`config.mk`:
```
export PLATFORM = sky130hd
export DESIGN_NAME = dlytune_ctrl
export DESIGN_NICKNAME = d
export VERILOG_FILES = /design/src/rtl/dlytune_pkg.sv /design/src/rtl/dlytune_msb.sv /design/src/rtl/dlytune_timer.sv /design/src/rtl/dlytune_window.sv /design/src/rtl/dlytune_ctrl.sv
export SDC_FILE = /design/constraint.sdc
export NUM_CORES = 1
export LEC_CHECK = 0
export BUFFER_PORTS_ARGS = -buffer_cell sky130_fd_sc_hd__buf_2
export CAP_MARGIN = 10
export CELL_PAD_IN_SITES_DETAIL_PLACEMENT = 1
export CELL_PAD_IN_SITES_GLOBAL_PLACEMENT = 2
export CORE_ASPECT_RATIO = 1.4
export CORE_MARGIN = 5
export CORE_UTILIZATION = 32
export CTS_CLUSTER_SIZE = 20
export DETAILED_ROUTE_END_ITERATION = 12
export PLACE_DENSITY = 0.89
export SYNTH_ARGS = -nofsm -noshare
export SYNTH_HDL_FRONTEND = slang
export SYNTH_SLANG_ARGS = --single-unit
export TNS_END_PERCENT = 20
```
`constraint.sdc`:
```
create_clock -name clk -period 2.7 [get_ports clk]
set_clock_uncertainty 0.15 [all_clocks]
set_input_delay 0.405 -clock clk [delete_from_list [all_inputs] [get_ports clk]]
set_output_delay 0.405 -clock clk [all_outputs]
set_load 0.02 [all_outputs]
```
`src/rtl/dlytune_pkg.sv`:
```
package dlytune_pkg;

    typedef enum logic [3:0] {
        ST_IDLE     = 4'd0,
        ST_CAL_SET  = 4'd1,
        ST_CAL_WAIT = 4'd2,
        ST_PH_SET   = 4'd3,
        ST_PH_TEST  = 4'd4,
        ST_PH_EVAL  = 4'd5,
        ST_FIN_SET  = 4'd6,
        ST_DONE     = 4'd7,
        ST_FAIL     = 4'd8
    } tune_state_e;

    localparam logic [1:0] ERR_NONE    = 2'd0;
    localparam logic [1:0] ERR_NO_UNIT = 2'd1;
    localparam logic [1:0] ERR_NO_PASS = 2'd2;

endpackage

```
`src/rtl/dlytune_msb.sv`:
```
module dlytune_msb #(
    parameter int W  = 11,
    parameter int IW = 4
) (
    input  logic [W-1:0]  vec,
    output logic [IW-1:0] idx
);
    always_comb begin
        idx = '0;
        for (int i = 0; i < W; i++) begin
            if (vec[i]) idx = IW'(i);
        end
    end
endmodule

```
`src/rtl/dlytune_timer.sv`:
```
module dlytune_timer #(
    parameter int LIMIT = 32
) (
    input  logic clk,
    input  logic rst_n,
    input  logic clear,
    output logic expired
);
    localparam int CW = (LIMIT > 2) ? $clog2(LIMIT) : 1;
    localparam logic [CW-1:0] LAST = CW'(LIMIT - 1);

    logic [CW-1:0] cnt_q;

    assign expired = (cnt_q == LAST);

    always_ff @(posedge clk) begin
        if (!rst_n || clear) begin
            cnt_q <= '0;
        end else if (!expired) begin
            cnt_q <= cnt_q + CW'(1);
        end
    end
endmodule

```
`src/rtl/dlytune_window.sv`:
```
module dlytune_window #(
    parameter int SEL_W = 4,
    parameter int RUN_W = 4
) (
    input  logic             clk,
    input  logic             rst_n,
    input  logic             clear,
    input  logic             upd,
    input  logic             pass,
    input  logic [SEL_W-1:0] phase,
    output logic [RUN_W-1:0] best_len,
    output logic [SEL_W-1:0] best_end
);
    logic [RUN_W-1:0] cur_q;
    logic [RUN_W-1:0] cur_inc;

    assign cur_inc = cur_q + RUN_W'(1);

    always_ff @(posedge clk) begin
        if (!rst_n || clear) begin
            cur_q    <= '0;
            best_len <= '0;
            best_end <= '0;
        end else if (upd) begin
            if (!pass) begin
                cur_q <= '0;
            end else begin
                cur_q <= cur_inc;
                if (cur_inc > best_len) begin
                    best_len <= cur_inc;
                    best_end <= phase;
                end
            end
        end
    end
endmodule

```
`src/rtl/dlytune_ctrl.sv`:
```
module dlytune_ctrl
    import dlytune_pkg::*;
#(
    parameter int UNIT_W  = 7,
    parameter int SEL_W   = 4,
    parameter int LEN_W   = 12,
    parameter int NTAPS   = 11,
    parameter int TIMEOUT = 32
) (
    input  logic              clk,
    input  logic              rst_n,
    input  logic              start,
    input  logic [LEN_W-1:0]  line_len,
    input  logic              line_len_valid,
    input  logic              test_ack,
    input  logic              test_pass,
    output logic [UNIT_W-1:0] line_unit,
    output logic [SEL_W-1:0]  line_sel,
    output logic              line_cfg_wr,
    output logic              line_sample_en,
    output logic              test_req,
    output logic              done,
    output logic [UNIT_W-1:0] done_unit,
    output logic [SEL_W-1:0]  done_phase,
    output logic              err,
    output logic [1:0]        err_code
);
    localparam int RUN_W = $clog2(NTAPS + 1);
    localparam logic [SEL_W-1:0]  CAL_SEL   = SEL_W'(NTAPS + 1);
    localparam logic [UNIT_W-1:0] UNIT_LAST = {UNIT_W{1'b1}};
    localparam logic [LEN_W-1:0]  LEN_LIMIT = LEN_W'(1) << NTAPS;

    tune_state_e state_q, state_d;
    logic [UNIT_W-1:0] unit_q, unit_d;
    logic [SEL_W-1:0]  phase_q, phase_d;
    logic [SEL_W-1:0]  max_q, max_d;
    logic [1:0]        code_q, code_d;

    logic              tmr_expired;
    logic              len_ok;
    logic [SEL_W-1:0]  len_msb;
    logic              win_upd;
    logic [RUN_W-1:0]  best_len;
    logic [SEL_W-1:0]  best_end;

    assign len_ok = (line_len != '0) && (line_len < LEN_LIMIT);

    dlytune_msb #(.W(NTAPS), .IW(SEL_W)) u_msb (
        .vec (line_len[NTAPS-1:0]),
        .idx (len_msb)
    );

    dlytune_timer #(.LIMIT(TIMEOUT)) u_timer (
        .clk     (clk),
        .rst_n   (rst_n),
        .clear   (state_q != ST_CAL_WAIT),
        .expired (tmr_expired)
    );

    dlytune_window #(.SEL_W(SEL_W), .RUN_W(RUN_W)) u_window (
        .clk      (clk),
        .rst_n    (rst_n),
        .clear    (state_q == ST_IDLE),
        .upd      (win_upd),
        .pass     (test_pass),
        .phase    (phase_q),
        .best_len (best_len),
        .best_end (best_end)
    );

    // State and datapath registers
    always_ff @(posedge clk) begin
        if (!rst_n) begin
            state_q <= ST_IDLE;
            unit_q  <= '0;
            phase_q <= '0;
            max_q   <= '0;
            code_q  <= ERR_NONE;
        end else begin
            state_q <= state_d;
            unit_q  <= unit_d;
            phase_q <= phase_d;
            max_q   <= max_d;
            code_q  <= code_d;
        end
    end

    // Next state and datapath updates
    always_comb begin
        state_d = state_q;
        unit_d  = unit_q;
        phase_d = phase_q;
        max_d   = max_q;
        code_d  = code_q;
        win_upd = 1'b0;
        unique case (state_q)
            ST_IDLE: begin
                if (start) begin
                    unit_d  = '0;
                    code_d  = ERR_NONE;
                    state_d = ST_CAL_SET;
                end
            end
            ST_CAL_SET: state_d = ST_CAL_WAIT;
            ST_CAL_WAIT: begin
                if (line_len_valid && len_ok) begin
                    max_d   = len_msb;
                    phase_d = '0;
                    state_d = ST_PH_SET;
                end else if (line_len_valid || tmr_expired) begin
                    if (unit_q == UNIT_LAST) begin
                        code_d  = ERR_NO_UNIT;
                        state_d = ST_FAIL;
                    end else begin
                        unit_d  = unit_q + UNIT_W'(1);
                        state_d = ST_CAL_SET;
                    end
                end
            end
            ST_PH_SET: state_d = ST_PH_TEST;
            ST_PH_TEST: begin
                if (test_ack) begin
                    win_upd = 1'b1;
                    if (phase_q == max_q) begin
                        state_d = ST_PH_EVAL;
                    end else begin
                        phase_d = phase_q + SEL_W'(1);
                        state_d = ST_PH_SET;
                    end
                end
            end
            ST_PH_EVAL: begin
                if (best_len == '0) begin
                    code_d  = ERR_NO_PASS;
                    state_d = ST_FAIL;
                end else begin
                    phase_d = best_end - SEL_W'(best_len >> 1);
                    state_d = ST_FIN_SET;
                end
            end
            ST_FIN_SET: state_d = ST_DONE;
            ST_DONE:    state_d = ST_IDLE;
            ST_FAIL:    state_d = ST_IDLE;
            default:    state_d = ST_IDLE;
        endcase
    end

    // Outputs decoded from state
    always_comb begin
        line_unit      = unit_q;
        line_sel       = phase_q;
        line_cfg_wr    = 1'b0;
        line_sample_en = 1'b0;
        test_req       = 1'b0;
        done           = 1'b0;
        done_unit      = '0;
        done_phase     = '0;
        err            = 1'b0;
        err_code       = ERR_NONE;
        unique case (state_q)
            ST_CAL_SET: begin
                line_sel       = CAL_SEL;
                line_cfg_wr    = 1'b1;
                line_sample_en = 1'b1;
            end
            ST_CAL_WAIT: begin
                line_sel       = CAL_SEL;
                line_sample_en = 1'b1;
            end
            ST_PH_SET, ST_FIN_SET: begin
                line_cfg_wr    = 1'b1;
                line_sample_en = 1'b1;
            end
            ST_PH_TEST: test_req = 1'b1;
            ST_DONE: begin
                done       = 1'b1;
                done_unit  = unit_q;
                done_phase = phase_q;
            end
            ST_FAIL: begin
                err      = 1'b1;
                err_code = code_q;
            end
            default: ;
        endcase
    end
endmodule

```
* Word level (Yosys, flattened, before mapping)
Cells that the tools add are included.
Storage, ports and cells: input bits 18, logic and storage cells 106, register bits after elaboration 38, output and inout bits 29
Operators by class: eq/ne operators 23, reductions and logical operators 21, multiplexer cells 46, $add $sub $neg 5, $lt $le $gt $ge 2
Operators with widths (number):
- $mux 4 | 16
- $mux 7 | 5
- $pmux 4 s7 | 1
- $ne 2x2->1 const B | 10
- $eq 4x3->1 const B | 4
- $mux 2 | 8
- $mux 3 | 5
- $pmux 7 s2 | 1
- $lt 12x12->1 const B | 1
- $pmux 4 s3 | 1
- $reduce_bool 12->1 | 1
- $reduce_and 5->1 | 2
- $add 4x1->4 const B | 2
- $eq 4x2->1 const B | 2
- $logic_not 4->1 | 2
- $mux 1 | 8
- $add 7x1->7 const B | 1
- $eq 7x7->1 const B | 1
- $pmux 2 s3 | 1
- $reduce_and 3->1 | 2
- $reduce_and 6->1 | 1
- $reduce_bool 3->1 | 2
- $add 5x1->5 const B | 1
- $eq 5x5->1 const B | 1
- other kinds (15) | 18

* Longest topological paths before layout
depth after elaboration 10, gate-level depth with buffers 9

* Modules after synthesis
A second synthesis with hierarchy kept.
Unflattened totals: cell total of the unflattened synthesis 312, area, all modules 2620.0 um2
Modules (own cells, without submodules):
- dlytune_ctrl | times used 1, sequential area each 420.4 um2, area an instance 1674.1 um2, cells an instance 205
- dlytune_window | times used 1, sequential area each 240.2 um2, area an instance 628.1 um2, cells an instance 70
- dlytune_timer | times used 1, sequential area each 100.1 um2, area an instance 230.2 um2, cells an instance 22
- dlytune_msb | times used 1, sequential area each 0.0 um2, area an instance 87.6 um2, cells an instance 15

* Worst setup path before layout
Ideal clock, no wire load.
path type flip-flop to output port, from register state_q[3], to output err_code[0], stages on the path, launching flop included 4, setup slack 0.294 ns, arrival 1.851 ns, required time 2.145 ns, path through dfxtp_1 > clkbuf_1 > nor4b_1 > and2_1
On the way: longest elaborated chain between the ends 2
Ends and longest elaborated chain:
- start, declared | line dlytune_ctrl.sv:33 | tune_state_e state_q, state_d;
- start signal, assigned | line dlytune_ctrl.sv:80 | state_q <= state_d;
- $eq 4x4->1 | line dlytune_ctrl.sv:160 | unique case (state_q)
- $mux 2 | line dlytune_ctrl.sv:160
- end, declared | line dlytune_ctrl.sv:26 | output logic [1:0] err_code
No other way between the ends.

* Worst setup path after layout
from register state_q[0], to output line_sel[0]
On the way: longest elaborated chain between the ends 3
Ends and longest elaborated chain:
- $eq 4x2->1 or $eq 4x1->1 (tied branches) | line dlytune_ctrl.sv:160
- $reduce_or 2->1 (no line) (*)
- $mux 4 (*) | line dlytune_ctrl.sv:160
- end, declared | line dlytune_ctrl.sv:18 | output logic [SEL_W-1:0] line_sel,
Every way passes the cells marked *; elsewhere a longest branch is shown, timed or not.

==> results.py <==
metrics = {
    "logic_synthesis": {
        "yosysTopAreaCell": "dfxtp_1",
        "async_flop_share": 0,
        "synthTopCellsByArea": "dfxtp_1 (31%), ha_1 (6.1%), mux2i_1 (5.7%)",
        "synth-edff-count": 0,
        "synth_nets": 332,
        "yosysWarnings": 0,
        "synth_common_cells": "dfxtp_1 (38), nor2_1 (34), nand2_1 (31)",
        "ys_types": 54,
        "yosys_register_bits": 38,
        "seq_area_frac_synth": 0.311,
        "synthesis.area_um2": 2440,
        "avgSynthCellArea_um2": 8.12,
        "synth_most_common_cell": "dfxtp_1",
        "syn_inst": 301,
        "yosysTopAreaCellShare": 0.311,
        "ys.flop_type": "dfxtp_1",
    },
    "die": {
        "io_pins": 47,
        "core-area_um2": 7410,
        "die_width_um": 83.9,
        "initial_core_util": 0.330,
        "dieArea_um2": 9510,
        "rows": 37,
        "fp.dieH_um": 113,
    },
    "grt": {
        "global_route.overflow_total": 0,
        "grt.total_usage": 0.157,
        "grt_pass1_vias": 2528,
        "grt_pass1_wl_mm": 12.2,
        "grt_max_degree": 19,
        "antenna_found_initial": 0,
    },
    "setup_path": {
        "required_ns": 2.14,
        "reg2reg_to": "code_q[1]",
        "crit_type": "reg2out",
        "slowest_delay_ns": 0.64,
        "cp.arrival_ns": 1.93,
        "cp_max_fo": 13,
        "r2r-start": "u_timer.cnt_q[0]",
        "reg2reg_slack_ns": 0.37,
        "worst_setup_path_end_kind": "output pin",
        "crit_end": "line_sel[0]",
        "ff2ff_path_depth": 8,
        "worst-path-stages": 4,
        "setup.worst_path.start": "state_q[0]",
        "path_buf_inv": 1,
        "worstPathCellList": "nor2b_1, o21ai_0, and2_1, buf_2",
        "cp_top_family": "flip-flops",
        "worstSetupStartpointType": "flop",
        "slowest_stage": "dfxtp_1",
    },
    "clocking": {
        "cts_tree": "yes",
        "clk_latency_ns": 0.30,
        "path_clk_slew_ns": 0.07,
        "clock-root-buffer": "clkbuf_8",
        "post_cts_resize_count": 0,
        "cts_made_buffers": 5,
        "cts_sinks": 38,
        "postCtsHoldBufs": 0,
        "postCtsSetupRepairBufs": 0,
        "ctsHtreeMaxLevel": 2,
        "clk_path_buf_depth": 2,
    },
    "drt": {
        "wl_met1_mm": 2.79,
        "vias": 2357,
        "drt_iter0_drc": 64,
        "dr_wl_met3_um": 183,
        "wl_mm": 7.18,
        "wl_met2_mm": 4.04,
        "ant_nets": 0,
        "drc": 0,
        "maxUsedRoutingLayer": "met4",
        "vias_per_cell": 5.17,
        "first_pass_iters": 4,
        "wire_per_inst_um": 15.7,
    },
    "timing": {
        "worst_slew_pin_slew_ns": 0.629,
        "timing.final.hold_violations": 0,
        "rsz0062_at_grt": "false",
        "finalCritPeriodShare": 0.921,
        "fmaxAchievable_mhz": 402,
        "setup_violations": 0,
        "slew_viol_final": 0,
        "min_period_ns": 2.49,
        "relSlewSlack": 0.577,
        "fin_tns_setup_ns": 0,
    },
    "min_path": {
        "hp-class": "in2reg",
    },
    "flow_run": {
        "maxCapViolCount": 0,
    },
    "power_and_ir_drop": {
        "power.density_nw_per_um2": 558,
        "irDropWorstVdd_mv": 0.307,
        "power_mw": 1.66,
        "power_leakage_nw": 1.22,
    },
    "layout": {
        "diodes": 0,
        "fin_nets": 389,
        "syn2layout_area_growth_pct": 21.5,
        "fin_util": 0.401,
        "drive_gt1_frac": 0.223,
    },
    "placed_design": {
        "io_buffers": 46,
        "place_congestion": 0.799,
        "hpwlAfterDp_mm": 5.81,
    },
    "run_status": {
        "status": "complete, no violations",
    },
}
==> power breakdown <==
group	switching, mW	internal (mW)	leakage, nW	total (mW)
Sequential	0.0381	0.583	0.306	0.621
Clock	0.205	0.258	0.0575	0.463
Combinational	0.356	0.215	0.852	0.572
==> per-layer routing <==
metal,global-route usage,up-vias
met5,0,-
met4,0.0536,0
met3,0.0311,14
met2,0.305,36
met1,0.165,1131
li1,-,1176
==> cell type report <==
| cell class | count | area, um^2 |
|---|---|---|
| well taps | 97 | 121 |
| fillers | 936 | 4440 |
| flip-flops and latches | 38 | 761 |
| repair buffers | 62 | 350 |
| multi-input cells | 239 | 1580 |
| inverters | 12 | 45.0 |
| clock buffers | 8 | 110 |
==> how the worst min path moves through the flow <==
stage,from,endpoint,slack (ns),cells after the start
4_1_cts,line_len[10],max_q[1],0.24,3
2_1_floorplan,code_q[0],code_q[0],0.28,2
6_report,line_len[10],max_q[1],0.25,3
5_1_grt,line_len[10],max_q[1],0.25,3
3_3_place_gp,u_window.best_end[0],u_window.best_end[0],0.29,2
3_5_place_dp,code_q[0],code_q[0],0.31,2
==> cell usage in the layout, fill, tap and decap left out, types with 2 or more instances in the layout <==
cell type | netlist | routed
a21oi_1 | 15 | 15
ha_1 | 12 | 12
nor2b_1 | 9 | 9
nor4_1 | 3 | 3
nand3b_1 | 4 | 4
xnor2_1 | 6 | 6
and3_1 | 2 | 2
clkbuf_8 | 0 | 8
or3_1 | 2 | 2
or4_1 | 2 | 2
nor2_1 | 34 | 34
buf_2 | 3 | 46
mux2i_1 | 14 | 14
o31ai_1 | 4 | 4
nand2b_1 | 9 | 9
buf_4 | 0 | 16
o21a_1 | 4 | 4
nand3_1 | 13 | 13
dfxtp_1 | 38 | 38
xor2_1 | 5 | 5
a311oi_1 | 2 | 2
nand2_1 | 31 | 31
a31o_2 | 2 | 2
o21ai_0 | 11 | 11
o22ai_1 | 3 | 3
inv_1 | 11 | 11
and2_1 | 19 | 19
o211ai_1 | 3 | 3
nor3_1 | 4 | 4
a211oi_1 | 2 | 2
nand4_1 | 3 | 3
==> cells by family after synthesis <==
group | count (synthesis) | synth area share
simple gates | 142 | 0.307
compound gates | 59 | 0.174
mux | 14 | 0.0573
xor+xnor | 11 | 0.0394
flops | 38 | 0.311
buf+inv | 24 | 0.0415
fa+ha+maj | 13 | 0.0696
==> sequential cells by signal, summed over array words and instances, names as in the netlist <==
| signal | cells |
|---|---|
| line_unit | 7 |
| u_window.cur_q | 4 |
| u_window.best_len | 4 |
| max_q | 4 |
| code_q | 2 |
| u_timer.cnt_q | 5 |
| phase_q | 4 |
| u_window.best_end | 4 |
| state_q | 4 |
==> worst reg2reg max path: cells and delay by family, from the launching register on <==
family | cells | cell delay, ns
AOI/OAI and AO/OA | 2 | 0.59
adders and majority gates | 2 | 0.49
DFF | 1 | 0.37
and+or+nand+nor | 4 | 0.65
==> per-stage QoR <==
stage	hold WS, ns	cells	area [um^2]	setup slack [ns]
after global routing	0.253	456	2970	0.0512
final	0.248	456	2970	0.214
after global placement	0.294	448	2860	0.343
after floorplan	0.284	301	2440	0.294
after CTS	0.238	456	2970	0.196
after detailed placement	0.305	448	2860	0.319
(Power assumes the default switching activity.)
